--- config.mk ---
export PLATFORM = sky130hd
export DESIGN_NAME = fmt_out_stage
export DESIGN_NICKNAME = d
export VERILOG_FILES = /design/src/rtl/fmt_pkg.sv /design/src/rtl/fmt_store.sv /design/src/rtl/fmt_stat_fifo.sv /design/src/rtl/fmt_reader.sv /design/src/rtl/fmt_out_stage.sv
export SDC_FILE = /design/constraint.sdc
export NUM_CORES = 2
export LEC_CHECK = 0
export BUFFER_PORTS_ARGS = -buffer_cell sky130_fd_sc_hd__buf_2
export CORE_MARGIN = 4
export CORE_UTILIZATION = 45
export CTS_CLUSTER_DIAMETER = 40
export DETAILED_ROUTE_END_ITERATION = 8
export PLACE_DENSITY_LB_ADDON = 0.15
export SYNTH_ARGS = -nofsm -noshare
export SYNTH_HDL_FRONTEND = slang
export SYNTH_SLANG_ARGS = --single-unit
--- constraint.sdc ---
create_clock -name clk -period 14.65 [get_ports clk]
set_input_delay 2.1975 -clock clk [delete_from_list [all_inputs] [get_ports clk]]
set_output_delay 2.1975 -clock clk [all_outputs]
set_load 0.05 [all_outputs]
--- src/rtl/fmt_pkg.sv ---
package fmt_pkg;
  localparam int BYTE_W = 8;
  localparam int LEN_W  = 8;
  localparam int CHK_W  = 5;

  typedef enum logic [1:0] {
    SEL_VEC  = 2'b00,
    SEL_FIX  = 2'b01,
    SEL_ZERO = 2'b10,
    SEL_RAW  = 2'b11
  } sel_e;

  typedef struct packed {
    logic [BYTE_W-1:0] raw;
    logic [BYTE_W-1:0] vec;
  } cell_t;

  // number of bytes that leave the block
  function automatic logic [LEN_W-1:0] out_len(input logic [LEN_W-1:0] n,
                                               input logic [CHK_W-1:0] r,
                                               input logic drop);
    return drop ? n - LEN_W'(r) : n;
  endfunction

  // buffer offset (write order) of output index j
  function automatic logic [LEN_W-1:0] rd_offset(input logic fwd,
                                                 input logic [LEN_W-1:0] n,
                                                 input logic [LEN_W-1:0] j,
                                                 input logic [LEN_W-1:0] skip);
    return fwd ? n - 8'd1 - j : j + skip;
  endfunction

  function automatic logic [BYTE_W-1:0] pick_byte(input sel_e s,
                                                  input logic [BYTE_W-1:0] raw,
                                                  input logic [BYTE_W-1:0] vec);
    case (s)
      SEL_VEC:  return vec;
      SEL_FIX:  return raw ^ vec;
      SEL_ZERO: return '0;
      default:  return raw;
    endcase
  endfunction

  function automatic logic blk_ok(input logic fail, input logic ers, input logic erc);
    return !(fail || (ers && !erc));
  endfunction
endpackage

--- src/rtl/fmt_store.sv ---
module fmt_store
  import fmt_pkg::*;
#(
  parameter int DEPTH = 256,
  localparam int AW = $clog2(DEPTH)
) (
  input  logic             clk,
  input  logic             rst_n,
  input  logic             wr_fire,
  input  cell_t            wr_cell,
  input  logic [LEN_W-1:0] blk_len,
  output logic             wr_blk_end,
  input  logic [AW-1:0]    rd_addr,
  output cell_t            rd_cell
);
  cell_t            mem [DEPTH];
  logic [AW-1:0]    wp;
  logic [LEN_W-1:0] wcnt;

  assign wr_blk_end = wr_fire && (wcnt == blk_len - 8'd1);
  assign rd_cell    = mem[rd_addr];

  always_ff @(posedge clk) begin
    if (wr_fire) mem[wp] <= wr_cell;
  end

  always_ff @(posedge clk or negedge rst_n) begin
    if (!rst_n) begin
      wp   <= '0;
      wcnt <= '0;
    end else if (wr_fire) begin
      wp   <= wp + AW'(1);
      wcnt <= wr_blk_end ? '0 : wcnt + 8'd1;
    end
  end
endmodule

--- src/rtl/fmt_stat_fifo.sv ---
module fmt_stat_fifo #(
  parameter int SD = 4,
  localparam int PW = $clog2(SD),
  localparam int CW = $clog2(SD + 1)
) (
  input  logic          clk,
  input  logic          rst_n,
  input  logic          push,
  input  logic          push_ok,
  input  logic          pop,
  output logic          head_ok,
  output logic [CW-1:0] count
);
  logic [SD-1:0] okbits;
  logic [PW-1:0] wp, rp;

  assign head_ok = okbits[rp];

  always_ff @(posedge clk or negedge rst_n) begin
    if (!rst_n) begin
      okbits <= '0;
      wp     <= '0;
      rp     <= '0;
      count  <= '0;
    end else begin
      if (push) begin
        okbits[wp] <= push_ok;
        wp         <= (wp == PW'(SD - 1)) ? '0 : wp + PW'(1);
      end
      if (pop) rp <= (rp == PW'(SD - 1)) ? '0 : rp + PW'(1);
      count <= count + CW'(push) - CW'(pop);
    end
  end
endmodule

--- src/rtl/fmt_reader.sv ---
module fmt_reader
  import fmt_pkg::*;
#(
  parameter int DEPTH = 256,
  localparam int AW = $clog2(DEPTH),
  localparam int CW = $clog2(DEPTH + 1)
) (
  input  logic             clk,
  input  logic             rst_n,
  input  logic [LEN_W-1:0] blk_len,
  input  logic [CHK_W-1:0] chk_cnt,
  input  logic             fwd,
  input  logic             drop,
  input  logic             wr_fire,
  input  logic             stb_n,
  output logic [AW-1:0]    rd_addr,
  output logic             rdy,
  output logic             at_last,
  output logic             rd_fire,
  output logic             blk_whole,
  output logic [LEN_W-1:0] idx,
  output logic [CW-1:0]    occ
);
  logic [AW-1:0]    base;
  logic [CW-1:0]    since_base;
  logic [LEN_W-1:0] len, skip, offset;
  logic [CW-1:0]    rel, retire;

  assign len       = out_len(blk_len, chk_cnt, drop);
  assign skip      = drop ? LEN_W'(chk_cnt) : '0;
  assign offset    = rd_offset(fwd, blk_len, idx, skip);
  assign rd_addr   = base + AW'(offset);
  assign blk_whole = since_base >= CW'(blk_len);
  assign rdy       = fwd ? blk_whole : (since_base > CW'(offset));
  assign at_last   = idx == len - 8'd1;
  assign rd_fire   = rdy && !stb_n;

  always_comb begin
    rel    = '0;
    retire = '0;
    if (rd_fire) begin
      rel = CW'(!fwd);
      if (at_last) begin
        rel    = rel + (fwd ? CW'(blk_len) : CW'(blk_len - len));
        retire = CW'(blk_len);
      end
    end
  end

  always_ff @(posedge clk or negedge rst_n) begin
    if (!rst_n) begin
      base       <= '0;
      idx        <= '0;
      occ        <= '0;
      since_base <= '0;
    end else begin
      occ        <= occ + CW'(wr_fire) - rel;
      since_base <= since_base + CW'(wr_fire) - retire;
      if (rd_fire) begin
        if (at_last) begin
          idx  <= '0;
          base <= base + AW'(blk_len);
        end else begin
          idx <= idx + 8'd1;
        end
      end
    end
  end
endmodule

--- src/rtl/fmt_out_stage.sv ---
module fmt_out_stage
  import fmt_pkg::*;
#(
  parameter int DEPTH      = 256,
  parameter int STAT_DEPTH = 4,
  localparam int AW  = $clog2(DEPTH),
  localparam int CW  = $clog2(DEPTH + 1),
  localparam int SCW = $clog2(STAT_DEPTH + 1)
) (
  input  logic              clk,
  input  logic              rst_n,
  input  logic [LEN_W-1:0]  cfg_blk_len,
  input  logic [CHK_W-1:0]  cfg_chk_cnt,
  input  logic              cfg_fwd,
  input  logic              cfg_nopar,
  input  logic              cfg_corr,
  input  logic              cfg_raw,
  input  logic              cfg_erc,
  input  logic              core_wr_en,
  input  logic [BYTE_W-1:0] core_raw,
  input  logic [BYTE_W-1:0] core_vec,
  input  logic              core_blk_fail,
  input  logic              core_ers_over,
  output logic              core_wr_ready,
  output logic              out_rdy_n,
  input  logic              out_stb_n,
  output logic [BYTE_W-1:0] out_data,
  output logic              out_err,
  output logic              out_crt_n
);
  // named internal events, also used by the bound checker
  logic             ev_wr_fire;
  logic             ev_blk_end;
  logic             ev_rd_fire;
  logic             ev_at_last;
  logic             ev_blk_whole;
  logic             ev_rdy;
  logic [LEN_W-1:0] ev_idx;
  logic [CW-1:0]    ev_occ;
  logic [SCW-1:0]   stat_cnt;
  logic             head_ok;
  logic [AW-1:0]    rd_addr;
  cell_t            rd_cell;
  cell_t            wr_cell;
  logic             drop;
  sel_e             sel;

  assign drop          = cfg_nopar && !cfg_raw;
  assign sel           = sel_e'({cfg_raw, cfg_corr});
  assign core_wr_ready = (ev_occ < CW'(DEPTH)) && (stat_cnt < SCW'(STAT_DEPTH));
  assign ev_wr_fire    = core_wr_en && core_wr_ready;
  assign wr_cell       = '{raw: core_raw, vec: core_vec};

  fmt_store #(.DEPTH(DEPTH)) u_store (
    .clk(clk), .rst_n(rst_n), .wr_fire(ev_wr_fire), .wr_cell(wr_cell),
    .blk_len(cfg_blk_len), .wr_blk_end(ev_blk_end),
    .rd_addr(rd_addr), .rd_cell(rd_cell)
  );

  fmt_stat_fifo #(.SD(STAT_DEPTH)) u_stat (
    .clk(clk), .rst_n(rst_n), .push(ev_blk_end),
    .push_ok(blk_ok(core_blk_fail, core_ers_over, cfg_erc)),
    .pop(ev_rd_fire && ev_at_last), .head_ok(head_ok), .count(stat_cnt)
  );

  fmt_reader #(.DEPTH(DEPTH)) u_rd (
    .clk(clk), .rst_n(rst_n), .blk_len(cfg_blk_len), .chk_cnt(cfg_chk_cnt),
    .fwd(cfg_fwd), .drop(drop), .wr_fire(ev_wr_fire), .stb_n(out_stb_n),
    .rd_addr(rd_addr), .rdy(ev_rdy), .at_last(ev_at_last), .rd_fire(ev_rd_fire),
    .blk_whole(ev_blk_whole), .idx(ev_idx), .occ(ev_occ)
  );

  assign out_rdy_n = !ev_rdy;
  assign out_data  = ev_rdy ? pick_byte(sel, rd_cell.raw, rd_cell.vec) : '0;
  assign out_err   = ev_rdy && !cfg_raw && (rd_cell.vec != '0);
  assign out_crt_n = !(ev_rdy && ev_at_last && head_ok);
endmodule

==> impl_metrics.csv <==
group,metric,value,unit
outcome,status,"finished, final reports clean",
detailed_routing,ant_nets,0,
floorplanning,die_w,611.3,um
global_routing,antenna_found_initial,26,
global_routing,grt_pass1_wl,634300,um
power,power.share.clock,28.0,%
clocking,clk_latency,1.03,ns
synthesis,synth_edf_count,4096,
placement,hpwl,257200,um
clocking,cts_sinks,4157,
placement,placed_area,172200,um2
final_layout,drive_above_1_share,31.83,%
global_routing,grt_pass1_vias,81480,
sta,maxSlewHeadroom,8.903,%
synthesis,ys.flop_type,"edfxtp_1",
sta,clock.fmax,0.07807,GHz
critical_path,worst-setup-path-type,"in -> out",
placement,port_buffers,51,
global_routing,grt_max_degree,126,
detailed_routing,routed_via_density,6.118,
clocking,clkTransAtPathRegs,0.05,ns
power,p_int,0.02917,W
power,power,0.04733,W
final_layout,syn2layout_area_growth,16.33,%
synthesis,async_flop_share,1.467,%
clocking,htree_levels,6,
clocking,cts_setup_buffers,0,
final_layout,fin_area,190500,um2
power,p_seq_share,28.0,%
synthesis,ys_warn_count,0,
floorplanning,dieArea,373700,um2
run,maxCapViolations,0,
floorplanning,row_count,221,
min_path,hold_path.class,"reg -> reg",
sta,whs,0.4783,ns
floorplanning,start_util,45.18,%
clocking,cts_tree,"done",
global_routing,grt_overflow,0,
synthesis,syn_inst,7283,
sta,hold_viol,0,
power,switching_power,0.01816,W
placement,place_congestion,0.8319,
sta,worst_pin_slew,1.328,ns
clocking,postCtsHoldBufs,0,
detailed_routing,wl_per_cell,34.28,um
synthesis,syn_area_per_cell,22.49,um2
power,power_density,248.4,nW/um2
critical_path,worstPathArrival,10.61,ns
synthesis,ys_types,79,
clocking,cts-root-buf,"clkbuf_16",
critical_path,crit_path_start_kind,"input port",
clocking,cts.path.max_buffers,4,
sta,fin_worst_skew,0.06434,ns
floorplanning,fp.coreArea,362500,um2
placement,place_ws,1.896,ns
critical_path,worstPathMaxFanout,63,
power,switching_share,38.36,%
sta,finalCriticalPeriod,12.81,ns
power,peakVddDrop,0.3403,mV
power,combPwrFrac,44.0,%
sta,final.setup.worst_slack,1.841,ns
floorplanning,ios,52,
synthesis,syn_nets,7435,
floorplanning,die_height,611.3,um
sta,setup_violations,0,
clocking,post_cts_resized,0,
sta,maxSlewViolCount,0,
sta,post-route-period-util,87.43,%
power,leakage,60.77,nW
clocking,cts_buffers,546,
detailed_routing,vias,80470,
final_layout,nets,8048,
detailed_routing,first_iter_violations,10740,
global_routing,track_usage,23.97,%
critical_path,critPathRequiredTime,12.45,ns
critical_path,end_kind,"primary output",
synthesis,syn_area,163800,um2
synthesis,ys_ff_latch,4157,
detailed_routing,wirelength,450800,um
final_layout,n_fill_cell,27820,
detailed_routing,dr.pass1.iters,5,
synthesis,yosysSeqAreaShare,76.03,%
sta,rsz0062_at_grt,"no",
detailed_routing,drc_errors,0,
sta,fin_tns_setup,0,ns
[area by class of cell]
type | count | area, um2 | share of cell area [%]
inverters | 80 | 300.3 | 0.1576
flip-flops and latches | 4157 | 124500 | 65.36
repair buffers | 466 | 3933 | 2.064
well taps | 4794 | 5998 | 3.148
diodes | 23 | 57.56 | 0.03021
multi-input cells | 2645 | 37480 | 19.67
clock buffers | 625 | 14260 | 7.483
clock inverters | 363 | 3973 | 2.085
[logic make-up (layout without fill, tap and decap cells)]
group / Yosys count / in the layout / synth area share (%)
xor+xnor: 93 / 93 / 0.5019
flops: 4157 / 4157 / 76.03
other cells: 0 / 23 / 0
mux: 1420 / 1420 / 17.96
buf+inv: 481 / 1534 / 1.300
simple gates: 723 / 723 / 1.946
compound gates: 297 / 297 / 1.358
fa+ha+maj: 112 / 112 / 0.8969
[layer usage]
metal / GRT usage, % / up-vias / routed length (um)
met5: 0 / - / 14
met4: 6.968 / 2 / 13390
met3: 4.600 / 703 / 37060
met2: 37.38 / 3556 / 214000
met1: 34.74 / 43980 / 186400
li1: - / 32230 / -
[critical path, cell delays in order]
cell	delay (ns)
buf_2	0.26
nor2b_1	0.64
and2_1	0.27
ha_1	0.22
inv_1	0.08
fa_1	0.47
inv_1	0.09
mux2_2	0.17
inv_1	0.07
fa_4	1.47
buf_4	0.30
buf_12	0.31
buf_4	0.33
mux4_2	0.31
mux4_2	0.48
mux2i_1	0.83
mux2i_1	0.27
mux2_1	0.38
a22oi_1	0.24
xor2_1	0.60
nor2_1	0.09
buf_2	0.25
[power groups by stage]
stage / Clock (W) / Combinational (W) / Sequential (W)
floorplan: 0 / 0.0123 / 0.0134
detailed placement: 0 / 0.0209 / 0.0135
global placement: 0 / 0.0209 / 0.0135
global route: 0.0140 / 0.0216 / 0.0132
finish: 0.0133 / 0.0208 / 0.0132
CTS: 0.0135 / 0.0210 / 0.0132
[synthesized netlist by cell type, types with 9 or more instances]
library cell | count | area share (%)
a21o_1 | 18 | 0.083
a21oi_1 | 46 | 0.14
a32o_1 | 18 | 0.11
a32oi_1 | 32 | 0.17
and3_1 | 12 | 0.046
buf_1 | 10 | 0.023
buf_2 | 145 | 0.44
buf_4 | 23 | 0.11
clkbuf_1 | 213 | 0.49
dfrtp_1 | 61 | 0.93
edfxtp_1 | 4096 | 75
fa_1 | 9 | 0.11
ha_1 | 103 | 0.79
inv_1 | 79 | 0.18
mux2_2 | 16 | 0.11
mux2i_1 | 183 | 1.1
mux4_2 | 1213 | 17
nand2_1 | 201 | 0.46
nand2b_1 | 14 | 0.053
nand3_1 | 67 | 0.20
nand4_1 | 20 | 0.076
nor2_1 | 317 | 0.73
nor2b_1 | 16 | 0.061
nor3_1 | 23 | 0.070
nor4_1 | 20 | 0.076
o2111ai_1 | 35 | 0.19
o21a_1 | 14 | 0.064
o21ai_0 | 39 | 0.12
o21bai_1 | 12 | 0.055
o221ai_1 | 13 | 0.070
xnor2_1 | 64 | 0.34
xor2_1 | 28 | 0.15
[path summary, 6_finish.rpt]
kind | start | cells past startpoint | slack (ns) | to
hold reg to reg | u_stat.count[0]$_DFF_PN0_ | 1 | 0.48 | u_stat.count[0]$_DFF_PN0_
hold / removal | u_stat.count[0]$_DFF_PN0_ | 1 | 0.48 | u_stat.count[0]$_DFF_PN0_
setup / recovery | cfg_raw | 22 | 1.84 | out_data[3]
max in group asynchronous | rst_n | 1 | 12.67 | u_store.wp[7]$_DFFE_PN0P_
min in group asynchronous | rst_n | 1 | 1.33 | u_rd.occ[6]$_DFF_PN0_
setup reg to reg | u_rd.idx[4]$_DFFE_PN0P_ | 28 | 7.94 | u_rd.since_base[8]$_DFF_PN0_
[flip-flops by register name, summed over array words and instances, names as in the netlist]
name	count
u_rd.idx	8
u_rd.base	8
u_store.wp	8
u_store.mem	4096
u_stat.rp	2
u_rd.since_base	9
u_stat.wp	2
u_store.wcnt	8
u_stat.okbits	4
u_rd.occ	9
u_stat.count	3
[placed cells by master (no fill, tap or decap), types with 34 or more instances in the layout]
cell,n
clkbuf_16,560
clkinv_1,76
inv_1,79
nand2_1,200
clkbuf_1,65
o2111ai_1,35
nand3_1,54
o21ai_0,39
bufinv_16,56
clkinv_4,39
mux4_2,1213
buf_2,34
nor2_1,264
dfrtp_1,61
ha_1,102
xnor2_1,62
a21oi_1,44
inv_6,44
buf_4,383
edfxtp_1,4096
nor2_2,53
clkinv_2,59
mux2i_1,183
clkinvlp_4,56
[per-stage QoR]
stage          std cells  utilization, %
4_1_cts            13130           52.54
2_1_floorplan       7283               -
5_1_grt            13150           52.55
3_3_place_gp       12140           47.50
6_report           13150           52.56
3_5_place_dp       12140           47.51
No activity file was read; power rests on OpenSTA's default activity.
